<file path="src/rtl/pmc_pkg.sv">
package pmc_pkg;

    // Controller sequencing states
    typedef enum logic [1:0] {
        ST_IDLE  = 2'd0,
        ST_WRITE = 2'd1,
        ST_READ  = 2'd2,
        ST_CHECK = 2'd3
    } pmc_state_e;

endpackage

</file>
<file path="src/rtl/pmc_parity.sv">
// Even parity per byte lane: one XOR-reduction per lane.
module pmc_parity #(
    parameter int LANES  = 4,
    parameter int LANE_W = 8
) (
    input  logic [LANES*LANE_W-1:0] data,
    output logic [LANES-1:0]        par
);

    for (genvar k = 0; k < LANES; k++) begin : g_lane
        assign par[k] = ^data[k*LANE_W +: LANE_W];
    end

endmodule

</file>
<file path="src/rtl/pmc_lane_mask.sv">
// Expands the byte-lane mask into per-device write enables and the
// per-bit mask of the parity device.
module pmc_lane_mask #(
    parameter int LANES        = 4,
    parameter int DEV_PER_LANE = 2
) (
    input  logic                          en,
    input  logic [LANES-1:0]              be,
    output logic [LANES*DEV_PER_LANE-1:0] dev_we,
    output logic [LANES-1:0]              par_wmask
);

    for (genvar k = 0; k < LANES; k++) begin : g_lane
        for (genvar j = 0; j < DEV_PER_LANE; j++) begin : g_dev
            assign dev_we[k*DEV_PER_LANE + j] = en & be[k];
        end
        assign par_wmask[k] = en & be[k];
    end

endmodule

</file>
<file path="src/rtl/pmc_fsm.sv">
// Request sequencer: accepts one request in ST_IDLE and walks it through
// the storage access.
module pmc_fsm
    import pmc_pkg::*;
(
    input  logic       clk,
    input  logic       rst_n,
    input  logic       req_valid,
    input  logic       req_write,
    input  logic       be_any,
    output logic       req_ready,
    output logic       accept,
    output pmc_state_e state
);

    pmc_state_e state_q;
    pmc_state_e state_d;

    // State register
    always_ff @(posedge clk) begin
        if (!rst_n) begin
            state_q <= ST_IDLE;
        end else begin
            state_q <= state_d;
        end
    end

    // Next-state logic
    always_comb begin
        state_d = state_q;
        unique case (state_q)
            ST_IDLE: begin
                if (req_valid) begin
                    if (!req_write) begin
                        state_d = ST_READ;            // ACCEPT_READ
                    end else if (be_any) begin
                        state_d = ST_WRITE;           // ACCEPT_WRITE
                    end else begin
                        state_d = ST_IDLE;            // ACCEPT_NOP
                    end
                end
            end
            ST_WRITE: state_d = ST_IDLE;              // WRITE_DONE
            ST_READ:  state_d = ST_CHECK;             // READ_ISSUED
            ST_CHECK: state_d = ST_IDLE;              // RESPOND
            default:  state_d = ST_IDLE;
        endcase
    end

    // Outputs
    always_comb begin
        req_ready = (state_q == ST_IDLE);
        accept    = req_ready & req_valid;
        state     = state_q;
    end

endmodule

</file>
<file path="src/rtl/parity_mem_ctrl.sv">
module parity_mem_ctrl
    import pmc_pkg::*;
#(
    parameter int ADDR_W = 8,
    parameter int LANES  = 4,
    parameter int LANE_W = 8,
    parameter int DEV_W  = 4
) (
    input  logic                              clk,
    input  logic                              rst_n,
    input  logic                              req_valid,
    output logic                              req_ready,
    input  logic                              req_write,
    input  logic [ADDR_W-1:0]                 req_addr,
    input  logic [LANES-1:0]                  req_be,
    input  logic [LANES*LANE_W-1:0]           req_wdata,
    output logic                              rsp_valid,
    output logic [LANES*LANE_W-1:0]           rsp_rdata,
    output logic [LANES-1:0]                  rsp_perr,
    output logic                              rsp_err,
    output logic [ADDR_W-1:0]                 mem_addr,
    output logic                              mem_en,
    output logic [LANES*(LANE_W/DEV_W)-1:0]   mem_dev_we,
    output logic [LANES*LANE_W-1:0]           mem_wdata,
    output logic [LANES-1:0]                  mem_par_wmask,
    output logic [LANES-1:0]                  mem_par_wdata,
    input  logic [LANES*LANE_W-1:0]           mem_rdata,
    input  logic [LANES-1:0]                  mem_par_rdata
);

    localparam int DATA_W       = LANES * LANE_W;
    localparam int DEV_PER_LANE = LANE_W / DEV_W;

    pmc_state_e          state;
    logic                accept;
    logic [ADDR_W-1:0]   op_addr;
    logic [LANES-1:0]    op_be;
    logic [DATA_W-1:0]   op_wdata;
    logic [LANES-1:0]    wr_par;
    logic [LANES-1:0]    rd_par;
    logic                wr_phase;
    logic                chk_phase;

    pmc_fsm u_fsm (
        .clk       (clk),
        .rst_n     (rst_n),
        .req_valid (req_valid),
        .req_write (req_write),
        .be_any    (|req_be),
        .req_ready (req_ready),
        .accept    (accept),
        .state     (state)
    );

    // Captured request
    always_ff @(posedge clk) begin
        if (!rst_n) begin
            op_addr  <= '0;
            op_be    <= '0;
            op_wdata <= '0;
        end else if (accept) begin
            op_addr  <= req_addr;
            op_be    <= req_write ? req_be : '0;
            op_wdata <= req_wdata;
        end
    end

    assign wr_phase  = (state == ST_WRITE);
    assign chk_phase = (state == ST_CHECK);

    pmc_lane_mask #(
        .LANES        (LANES),
        .DEV_PER_LANE (DEV_PER_LANE)
    ) u_mask (
        .en        (wr_phase),
        .be        (op_be),
        .dev_we    (mem_dev_we),
        .par_wmask (mem_par_wmask)
    );

    pmc_parity #(.LANES(LANES), .LANE_W(LANE_W)) u_wpar (
        .data (op_wdata),
        .par  (wr_par)
    );

    pmc_parity #(.LANES(LANES), .LANE_W(LANE_W)) u_rpar (
        .data (mem_rdata),
        .par  (rd_par)
    );

    // Storage side
    assign mem_addr      = op_addr;
    assign mem_en        = wr_phase | (state == ST_READ);
    assign mem_wdata     = op_wdata;
    assign mem_par_wdata = wr_par;

    // Response side: data and check result share the cycle
    assign rsp_valid = chk_phase;
    assign rsp_rdata = chk_phase ? mem_rdata : '0;
    assign rsp_perr  = chk_phase ? (rd_par ^ mem_par_rdata) : '0;
    assign rsp_err   = |rsp_perr;

endmodule

</file>
<file path="config.mk">
export PLATFORM = sky130hd
export DESIGN_NAME = parity_mem_ctrl
export DESIGN_NICKNAME = d
export VERILOG_FILES = /design/src/rtl/pmc_pkg.sv /design/src/rtl/pmc_parity.sv /design/src/rtl/pmc_lane_mask.sv /design/src/rtl/pmc_fsm.sv /design/src/rtl/parity_mem_ctrl.sv
export SDC_FILE = /design/constraint.sdc
export NUM_CORES = 1
export LEC_CHECK = 0
export ABC_AREA = 1
export CAP_MARGIN = 0
export CORE_MARGIN = 10
export CORE_UTILIZATION = 55
export DETAILED_ROUTE_END_ITERATION = 10
export DONT_BUFFER_PORTS = 1
export PLACE_DENSITY = 0.76
export SYNTH_ARGS = -nofsm -noshare
export SYNTH_HDL_FRONTEND = slang
export SYNTH_SLANG_ARGS = --single-unit
</file>
<file path="constraint.sdc">
create_clock -name clk -period 3.25 [get_ports clk]
set_input_delay 0.325 -clock clk [delete_from_list [all_inputs] [get_ports clk]]
set_output_delay 0.325 -clock clk [all_outputs]
set_load 0.1 [all_outputs]
</file>
Word level (Yosys, flattened, before mapping)
Cells that the tools add are included.
W data, S select, Z words.

cells by class
  bitwise operators = 7
  equal/unequal tests = 4
  reduce and logical (&&, ||, !) cells = 12
  muxes and demuxes = 7

operators with widths
  operator              count
  $reduce_xor A8 Y1     8
  $mux W32              1
  $mux W4               2
  $reduce_or A4 Y1      2
  $pmux W2 S3           1
  $and A1 B1 Y1         5
  $eq A2 B2 Y1 const B  2
  $mux W2               2
  $xor A4 B4 Y4         1
  $eq A2 B1 Y1 const B  1
  $logic_not A2 Y1      1
  $ne A2 B2 Y1 const B  1
  $reduce_or A2 Y1      1
  $mux W1               1
  $or A1 B1 Y1          1

storage, ports and cells
  register bits after elaboration = 46

Longest topological paths before layout
Gate-level depths: netlist of run 1.

  word-level depth = 5
  gate-level depth with buffers = 12
  gate-level depth less buffers = 12

Modules after synthesis
A second synthesis of run 1 with hierarchy kept.

second synthesis, totals
  cell total of the unflattened synthesis = 694
  area total of the unflattened synthesis = 3569.7 µm²

modules (own cells, without submodules)
  module           times used  area each (µm²)  sequential area each (µm²)  cells an instance
  parity_mem_ctrl  1           1968.1           880.8                       286
  pmc_parity       2           705.7            0.0                         188
  pmc_fsm          1           100.1            40.0                        16
  pmc_lane_mask    1           90.1             0.0                         16

Worst setup path before layout of run 1
OpenSTA, ideal clock, no wires.

  kind = register -> output
  from = register op_wdata[2] (netlist: mem_wdata[2])
  to = output mem_par_wdata[0]
  path slack = 0.017 ns
  required time = 2.925 ns
  stages on the path, launching flop included = 4
  path buffers = 0
  arrival = 2.908 ns
  cells stage by stage = dfxtp_1 -> xnor2_1 -> xnor2_1 -> xnor2_1

on the way
  longest elaborated chain between the ends = 1

ends and longest elaborated chain
  element                   line                   source
  start: declaration        parity_mem_ctrl.sv:38  logic [DATA_W-1:0] op_wdata;
  start signal: assignment  parity_mem_ctrl.sv:64  op_wdata <= req_wdata;
  $reduce_xor A8 Y1         pmc_parity.sv:11       assign par[k] = ^data[k*LANE_W +: LANE_W];
  end: declaration          parity_mem_ctrl.sv:26  output logic [LANES-1:0] mem_par_wdata,

No other way between the ends.

Worst setup path after layout of run 1
  from = register u_fsm.state_q[1] (netlist: u_fsm.state[1])
  to = output rsp_rdata[12]

on the way
  longest elaborated chain between the ends = 2

ends and longest elaborated chain
  element                   line                   source
  start: declaration        pmc_fsm.sv:16          pmc_state_e state_q;
  start signal: assignment  pmc_fsm.sv:24          state_q <= state_d;
  $eq A2 B2 Y1              parity_mem_ctrl.sv:69  assign chk_phase = (state == ST_CHECK);
  $mux W32                  parity_mem_ctrl.sv:99  assign rsp_rdata = chk_phase ? mem_rdata : '0;
  end: declaration          parity_mem_ctrl.sv:18  output logic [LANES*LANE_W-1:0] rsp_rdata,

No other way between the ends.

==> results of run 1 <==
logic make-up after synthesis:
logic type                 after synthesis  synth area share, %
and+or+nand+nor                        298                 38.2
buffers and inverters                  111                 14.9
AOI/OAI and AO/OA                       47                 7.71
adders and majority gates                4                 1.61
xor gates and xnor gates                28                 7.91
DFF                                     46                 29.7
registers in the layout, summed over array words and instances, names as in the netlist:
signal,count
mem_addr,8
u_fsm.state,2
mem_wdata,32
op_be,4
layout make-up:
cell class | instances | share of cell area (%)
Clock buffer | 6 | 2.32
Clock inverter | 2 | 0.351
Inverter | 87 | 9.16
Multi-Input combinational cell | 377 | 49.1
Sequential cell | 46 | 25.8
Tap cell | 72 | 2.53
Timing Repair Buffer | 51 | 10.7
through the flow:
| step | power (uW) | area, sq um |
|---|---|---|
| 2_1_floorplan | 1700 | 3100 |
| 5_1_grt | 2370 | 3570 |
| 4_1_cts | 2280 | 3570 |
| 3_5_place_dp | 1920 | 3470 |
| 6_report | 2260 | 3570 |
| 3_3_place_gp | 1910 | 3470 |
cells in the final DEF (no fill, tap or decap):
cell	n
sky130_fd_sc_hd__nand2_1	194
sky130_fd_sc_hd__nor2_1	85
sky130_fd_sc_hd__inv_1	71
sky130_fd_sc_hd__buf_4	51
sky130_fd_sc_hd__dfxtp_1	46
sky130_fd_sc_hd__o21ai_0	42
sky130_fd_sc_hd__xnor2_1	20
sky130_fd_sc_hd__inv_2	16
sky130_fd_sc_hd__clkbuf_8	6
sky130_fd_sc_hd__nand2_2	5
sky130_fd_sc_hd__nor2_2	4
sky130_fd_sc_hd__nand3_2	4
sky130_fd_sc_hd__xor2_1	4
sky130_fd_sc_hd__xnor2_2	4
sky130_fd_sc_hd__a21oi_1	4
sky130_fd_sc_hd__nand3b_1	3
sky130_fd_sc_hd__ha_1	3
sky130_fd_sc_hd__nand3_1	1
sky130_fd_sc_hd__or2_2	1
sky130_fd_sc_hd__nor4_1	1
sky130_fd_sc_hd__o221ai_1	1
sky130_fd_sc_hd__ha_2	1
sky130_fd_sc_hd__clkinv_2	1
sky130_fd_sc_hd__clkinvlp_4	1
per-layer routing:
layer	GRT usage, %	up-vias	wire length, microns
li1	-	1627	-
met1	16.3	1300	2880
met2	31.4	137	4140
met3	10.1	6	1220
met4	5.36	0	76
met5	0	-	0
worst max-delay path by stage:
stage | from | endpoint | slack (ns) | cells after the start
CTS | u_fsm.state[1] | rsp_rdata[12] | 0.81 | 3
finish | u_fsm.state[1] | rsp_rdata[12] | 0.84 | 3
detailed placement | u_fsm.state[1] | rsp_rdata[12] | 1.15 | 3
global placement | u_fsm.state[0] | rsp_rdata[19] | 1.23 | 3
floorplan | mem_wdata[2] | mem_par_wdata[0] | 0.02 | 3
global route | u_fsm.state[1] | rsp_rdata[19] | 0.64 | 3
power by group:
part	switching (uW)	total (uW)	internal, uW	leakage [uW]
sequential	94.9	712	617	0.000381
clock	188	359	171	0.0000472
combinational	915	1190	274	0.00175
==> metrics, run 1 <==
final standard cell utilization of the core=65.2%; leading register cell type out of synthesis=sky130_fd_sc_hd__dfxtp_1; io pins=180; largest fanout on the critical path=37; setup TNS=0 ns; peak clock frequency supported by timing=416 MHz; classification of the worst setup path=flop to output port; die area=0.00904 sq mm; Worst path top cell family by delay=buffers and inverters; total number of vias=3070; sink of the worst hold path=u_fsm.state[0]; crit share post-route=74.0%; library cell with the highest instance count after synthesis=sky130_fd_sc_hd__nand2_1; Data arrival, critical path=2.08 ns; number of antenna violations at the first check in global routing=0; CP max stage cell=sky130_fd_sc_hd__inv_1; clock tree sinks=between 40 and 50; area share of the largest cell type after synthesis=about 30%; post-CTS setup repair buffer count=0; remaining number of nets flagged by the antenna check after routing=0; signed area change from the synthesized netlist to the final layout=15.0%; maximum level of the CTS H-tree=2; number of standard-cell rows in the floorplan=27; leading area contributor after synthesis=sky130_fd_sc_hd__dfxtp_1; type of element capturing the critical path=output port; count of instances resized after the clock tree is built=0; number of flip-flops and latches in the synthesized netlist=46; reg2reg setup slack=1.32 ns; number of setup violations in the final report=0; endpoint of the worst-slack reg-to-reg timing path=mem_addr[1]; proportion of synthesized chip area in sequential cells=29.7%; Critical Path, Cell by Cell=ha_2 -> nand2_1 -> inv_1; clock tree from TritonCTS=done; first drt pass iteration count=4; overall die height=95.1 microns; starting density of the core=between 50% and 60%; die width=95.1 microns; startpoint of the most critical hold path=rst_n; via count of the first global-routing pass=roughly 2.9k; fraction of final layout cells with drive strength greater than 1=16.5%; HPWL after detailed placement=6860 microns; hold slack final=0.137 ns; unrepaired setup endpoints after global routing=false; filler cell count in the final layout=518; routed wirelength normalized by instance count=approximately 13 microns; routability congestion estimate=0.832; wire length of the first global-routing pass=13000 microns; required time reported for the critical path endpoint=between 2 and 3 ns; Std-Cell Core Area=0.00547 sq mm; worst clock skew=between 0.005 and 0.006 ns; Worst path max stage delay=~0.65 ns; Reg-to-Reg Start=u_fsm.state[0]; Post-Place Setup Slack=1.15 ns; number of DRC markers after the initial detailed-route iteration=76; ys async rst share=0%; post-route worst setup slack=0.845 ns; mean instance size in the synthesized netlist=5.81 sq um; slew at the pin closest to its max-slew limit=1.00 ns; Synth Net Count=between 600 and 700; worst min-delay path class=input pin to flop; aggregate global routing overflow=0; synthesized netlist cell count=534; count of non-filler cells in the finished layout=~640; Max Cap Viol=0; Diodes inserted=0; Root Driver=sky130_fd_sc_hd__clkbuf_8; distinct cell type count of the synthesized netlist=23; buffer and inverter count on the worst path=1; maximum number of pins on one net before global-route repair=46; status=finished clean; combined area of the multi-input logic cells=0.00175 sq mm; via density per instance=4.79; areal power density over the cells=634 mW/mm^2; total of hold buffers inserted after clock tree synthesis=0; Post-route DRC=0; synthesized cell area=~0.0031 sq mm; number of buffers between clock root and the deepest sink=2; number of warnings reported in the yosys synthesis log=0; standby leakage power=~0.0022 uW; # port buffers=0; Final Hold Fails=0; nature of the critical path startpoint=flop; number of CTS-inserted buffers=5; peak ir drop on the vdd network=0.628 mV; number of max-slew violations in the final report=0; most frequent cells after synthesis=194 x sky130_fd_sc_hd__nand2_1, 85 x sky130_fd_sc_hd__nor2_1, 75 x sky130_fd_sc_hd__inv_1; sequential cell area=921 sq um; clock latency at the later pin of the worst-skew pair=0.29 ns; CTS clk-pin slew, worst paths=about 0.090 ns; slew margin rel.=around a third; cell depth of the worst flop-to-flop path=8; Total Routing Usage GR=17.4%; Hold Path Depth=2; post-route minimum period=2.41 ns; cell types occupying the most area after synthesis=sky130_fd_sc_hd__dfxtp_1 30%, sky130_fd_sc_hd__nand2_1 23%, sky130_fd_sc_hd__nor2_1 10%, sky130_fd_sc_hd__inv_1 9.1%, sky130_fd_sc_hd__o21ai_0 6.8%; placed cell count=633; final layout net count=656; number of synthesized flops with an enable pin=0; detailed-route wire length=8310 microns
Note: power is estimated with default switching activity, not from simulation.
==> run 2, diff against run 1 <==
--- a/config.mk
+++ b/config.mk
@@ -11,7 +11,7 @@
 export CORE_UTILIZATION = 55
 export DETAILED_ROUTE_END_ITERATION = 10
 export DONT_BUFFER_PORTS = 1
-export PLACE_DENSITY = 0.76
+export PLACE_DENSITY = 0.79
 export SYNTH_ARGS = -nofsm -noshare
 export SYNTH_HDL_FRONTEND = slang
 export SYNTH_SLANG_ARGS = --single-unit
==> constraint.sdc (replaced) <==
create_clock -name clk -period 2.2 [get_ports clk]
set_input_delay 0.22 -clock clk [delete_from_list [all_inputs] [get_ports clk]]
set_output_delay 0.22 -clock clk [all_outputs]
set_load 0.1 [all_outputs]
==> metrics, run 2 (synthesis results as in run 1) <==
number of CTS-inserted buffers=5; type of element capturing the critical path=output port; total of hold buffers inserted after clock tree synthesis=0; combined area of the multi-input logic cells=0.00180 sq mm; via density per instance=~5; Largest register FFs=32; post-detailed-placement cell area=0.00451 sq mm; signed area change from the synthesized netlist to the final layout=49.2%; status=finished clean; worst clock skew=just under 0.005 ns; post-route minimum period=1.97 ns; most frequent cells in the layout=194 x sky130_fd_sc_hd__nand2_1, 85 x sky130_fd_sc_hd__nor2_1, 46 x sky130_fd_sc_hd__buf_4; largest fanout on the critical path=37; sequential group share of total power=25.3%; Post-route DRC=0; routed wirelength normalized by instance count=roughly 15 microns; aggregate global routing overflow=0; Comb pwr share=between 50% and 60%; maximum level of the CTS H-tree=2; startpoint of the most critical hold path=rst_n; die width=~95 microns; standby leakage power=~0.0022 uW; remaining number of nets flagged by the antenna check after routing=0; Max Cap Viol=0; design area=0.00463 sq mm; beginning of the critical path=u_fsm.state[1]; most common cell after layout, fill and taps aside=sky130_fd_sc_hd__nand2_1; slew margin rel.=69.5%; post-CTS setup repair buffer count=0; crit share post-route=89.4%; Critical Path, Cell by Cell=ha_2 -> buf_4 -> nand3_2 -> nand2_1 -> inv_1 -> nand2_1 -> buf_12; via count of the first global-routing pass=3527; Diodes inserted=0; classification of the worst setup path=flop to output port; cell depth of the worst flop-to-flop path=7; clock tree sinks=between 40 and 50; detailed-route wire length=between 10000 and 15000 microns; clock share of power=between 15 and 20%; Reg-to-Reg Start=u_fsm.state[0]; total power=between 3000 and 4000 uW; CTS clk-pin slew, worst paths=0.09 ns; clock latency at the later pin of the worst-skew pair=0.30 ns; number of standard-cell rows in the floorplan=27; first drt pass iteration count=5; CP max stage cell=sky130_fd_sc_hd__dfxtp_1; filler cell count in the final layout=~330; required time reported for the critical path endpoint=between 1.5 and 2 ns; number of antenna violations at the first check in global routing=0; slew at the pin closest to its max-slew limit=0.454 ns; switching part of the total power=49.8%; Root Driver=sky130_fd_sc_hd__clkbuf_8; destination of the critical timing path=rsp_err; peak clock frequency supported by timing=508 MHz; final layout net count=696; number of max-slew violations in the final report=0; peak ir drop on the vdd network=1.08 mV; hold slack final=0.0190 ns; Worst path max stage delay=between 0.3 and 0.4 ns; maximum number of pins on one net before global-route repair=46; overall die height=95.1 microns; Post-Place Setup Slack=0.567 ns; internal power component=1920 uW; fraction of final layout cells with drive strength greater than 1=29.9%; number of DRC markers after the initial detailed-route iteration=about 150; Data arrival, critical path=1.75 ns; nature of the critical path startpoint=flop; unrepaired setup endpoints after global routing=false; Final Hold Fails=0; wire length of the first global-routing pass=16400 microns; Total Routing Usage GR=22.3%; starting density of the core=56.7%; areal power density over the cells=roughly 830 mW/mm^2; # port buffers=0; cell repeated most along the worst path=sky130_fd_sc_hd__nand2_1; reg2reg setup slack=0.56 ns; clock tree from TritonCTS=done; die area=0.00904 sq mm; total number of vias=about 3.4k; worst min-delay path class=input pin to flop; post-route worst setup slack=0.233 ns; final standard cell utilization of the core=84.5%; count of instances resized after the clock tree is built=0; routability congestion estimate=0.842; Std-Cell Core Area=0.00547 sq mm; number of setup violations in the final report=0; sequential cell area=943 sq um; number of buffers between clock root and the deepest sink=2; HPWL after detailed placement=8470 microns; io pins=180; switching power of the nets=1910 uW; endpoint of the worst-slack reg-to-reg timing path=mem_wdata[30]
## run 2: cell types whose count changed in the layout (fill, tap and decap cells not counted), sizes merged
cell / change
bufinv: +1
inv: -29
clkbuf: -1
buf: +40
clkinvlp: +29
## run 2: power by group through the flow
stage | sequential (uW) | clock [uW] | combinational (uW)
after floorplan | 1530 | 0 | 1140
after global placement | 980 | 0 | 2180
after detailed placement | 987 | 0 | 2220
after CTS | 969 | 643 | 2230
after global routing | 979 | 689 | 2310
final | 968 | 638 | 2220
## run 2: critical path, delay by kind of cell (launching register included)
family | cells | cell delay [ns]
flops | 1 | 0.37
buf+inv | 3 | 0.56
fa+ha+maj | 1 | 0.18
simple gates | 3 | 0.32
## run 2: worst min path at each step
stage / depth (start not counted) / endpoint / slack (ns)
floorplan: 2 / mem_wdata[11] / 0.35
global placement: 2 / u_fsm.state[0] / 0.32
detailed placement: 2 / u_fsm.state[0] / 0.34
CTS: 2 / u_fsm.state[0] / 0.02
global route: 2 / mem_wdata[2] / 0.03
finish: 2 / u_fsm.state[0] / 0.02
## run 2: layout make-up
cell class	instances	area share, %
clock buffer	5	1.49
clock inverter	3	0.946
inverter	87	9.49
multi-input combinational	377	38.8
sequential	46	20.4
tap	72	1.95
timing repair buffer	91	26.9
## run 2: through the flow
step | std cells | setup TNS [ns]
after global placement | 673 | 0
final | 681 | 0
after floorplan | 534 | -0.0382
after CTS | 681 | 0
after global routing | 681 | 0
after detailed placement | 673 | 0
## run 2: layer usage
metal  vias up  GRT usage (%)  part of all wire (%)
met4         0           7.98                   2.5
met5         -              0                     0
met2       143           44.1                    55
li1       1707              -                     -
met1      1524           19.0                    31
met3        23           10.1                    12
==> run 3, diff against run 2 <==
--- a/config.mk
+++ b/config.mk
@@ -6,12 +6,12 @@
 export NUM_CORES = 1
 export LEC_CHECK = 0
 export ABC_AREA = 1
+export BUFFER_PORTS_ARGS = -buffer_cell sky130_fd_sc_hd__buf_2
 export CAP_MARGIN = 0
 export CORE_MARGIN = 10
-export CORE_UTILIZATION = 55
+export CORE_UTILIZATION = 40
 export DETAILED_ROUTE_END_ITERATION = 10
-export DONT_BUFFER_PORTS = 1
-export PLACE_DENSITY = 0.79
+export PLACE_DENSITY = 0.88
 export SYNTH_ARGS = -nofsm -noshare
 export SYNTH_HDL_FRONTEND = slang
 export SYNTH_SLANG_ARGS = --single-unit
==> metrics, run 3 (synthesis results as in run 1) <==
most common cell after layout, fill and taps aside=sky130_fd_sc_hd__nand2_1; remaining number of nets flagged by the antenna check after routing=0; total of hold buffers inserted after clock tree synthesis=0; starting density of the core=between 40% and 50%; worst clock skew=approximately 0.0082 ns; Std-Cell Core Area=0.00765 sq mm; count of instances resized after the clock tree is built=0; buffer and inverter count on the worst path=1; peak clock frequency supported by timing=~500 MHz; die width=108 microns; Data arrival, critical path=1.79 ns; cell repeated most along the worst path=sky130_fd_sc_hd__xnor2_1; number of buffers between clock root and the deepest sink=2; type of element capturing the critical path=output port; unrepaired setup endpoints after global routing=false; total number of vias=roughly 3.6k; peak ir drop on the vdd network=0.730 mV; signed area change from the synthesized netlist to the final layout=55.7%; met2 track demand over resource=between 20% and 30%; maximum level of the CTS H-tree=2; worst min-delay path class=input pin to flop; routability congestion estimate=0.783; post-route minimum period=2.01 ns; via count of the first global-routing pass=3311; die area=0.0117 sq mm; number of DRC markers after the initial detailed-route iteration=~110; Final Hold Fails=0; Critical Path, Cell by Cell=xnor2_1 -> xnor2_1 -> xnor2_4 -> buf_2; Post-Place Setup Slack=just under 0.5 ns; Diodes inserted=0; global-route track usage on met1=16.7%; number of max-slew violations in the final report=0; required time reported for the critical path endpoint=1.98 ns; CP max stage cell=sky130_fd_sc_hd__buf_2; number of CTS-inserted buffers=5; areal power density over the cells=between 700 and 800 mW/mm^2; via density per instance=4.46; Root Driver=sky130_fd_sc_hd__clkbuf_8; clock tree from TritonCTS=done; Worst path top cell family by delay=XOR/XNOR gates; nature of the critical path startpoint=flop; routed wirelength normalized by instance count=12.3 microns; number of antenna violations at the first check in global routing=1; combined area of the multi-input logic cells=0.00180 sq mm; largest fanout on the critical path=3; HPWL after detailed placement=8460 microns; maximum number of pins on one net before global-route repair=44; post-route worst setup slack=0.191 ns; crit share post-route=91.3%; status=finished clean; first drt pass iteration count=4; sequential cell area=943 sq um; number of setup violations in the final report=0; wire length of the first global-routing pass=15500 microns; Max Cap Viol=0; Post-route DRC=0; Largest register FFs=32; standby leakage power=between 0.002 and 0.003 uW; hold slack final=0.171 ns; detailed-route wire length=between 9000 and 10000 microns; met3 Resource Use GR=about 8.8%; aggregate global routing overflow=0; filler cell count in the final layout=670; overall die height=roughly 110 microns; post-CTS setup repair buffer count=0; clock tree sinks=46; clock latency at the later pin of the worst-skew pair=0.29 ns; fraction of final layout cells with drive strength greater than 1=38.5%; total power=about 3600 uW; Worst path max stage delay=0.44 ns; classification of the worst setup path=flop to output port; Total Routing Usage GR=16.1%; slew margin rel.=59.3%; io pins=180; layer carrying the most global-route usage=met2; most frequent cells in the layout=194 x sky130_fd_sc_hd__nand2_1, 148 x sky130_fd_sc_hd__buf_2, 85 x sky130_fd_sc_hd__nor2_1; number of standard-cell rows in the floorplan=32; CTS clk-pin slew, worst paths=0.09 ns; final layout net count=roughly 790; # port buffers=about 180; slew at the pin closest to its max-slew limit=between 0.6 and 0.7 ns; reg2reg setup slack=roughly 0.49 ns
## run 3: final timing paths
| kind | from | end | depth (start not counted) |
|---|---|---|---|
| max | mem_wdata[23] | mem_par_wdata[2] | 4 |
| min reg2reg | op_be[1] | op_be[1] | 2 |
| max reg2reg | u_fsm.state[0] | mem_wdata[0] | 7 |
| min | req_wdata[6] | mem_wdata[6] | 3 |
## run 3: area by class of cell
type	count	area share [%]
clock buffers	6	1.50
clock inverters	2	0.778
inverters	87	9.10
multi-input cells	377	37.2
flip-flops and latches	46	19.5
well taps	102	2.64
repair buffers	184	29.2
## run 3: report_power, final
group          internal [uW]  total, uW  switching, uW  leakage, uW
Clock                    339        618            279    0.0000514
Combinational            484       2020           1530      0.00213
Sequential               920        984           63.3     0.000386
Total                   1740       3620           1880      0.00256
## run 3: per-layer routing
layer / up-vias / wire length, microns
met4: 2 / 118
met1: 1525 / 3800
li1: 1892 / -
met2: 156 / 4610
met5: - / 13
met3: 10 / 1350
## run 3: metrics by stage
step / TNS [ns] / instances / instance area (sq um) / utilization (%)
3_5_place_dp: 0 / 796 / 4720 / 61.7
5_1_grt: 0 / 804 / 4830 / 63.1
4_1_cts: 0 / 804 / 4830 / 63.1
6_report: 0 / 804 / 4830 / 63.1
2_1_floorplan: -0.0382 / 534 / 3310 / -
3_3_place_gp: 0 / 796 / 4720 / 61.7
## run 3: worst min-delay path, cell delays in order
cell                      delay (ns)
sky130_fd_sc_hd__buf_2          0.07
sky130_fd_sc_hd__o21ai_0        0.07
sky130_fd_sc_hd__nor2_1         0.07
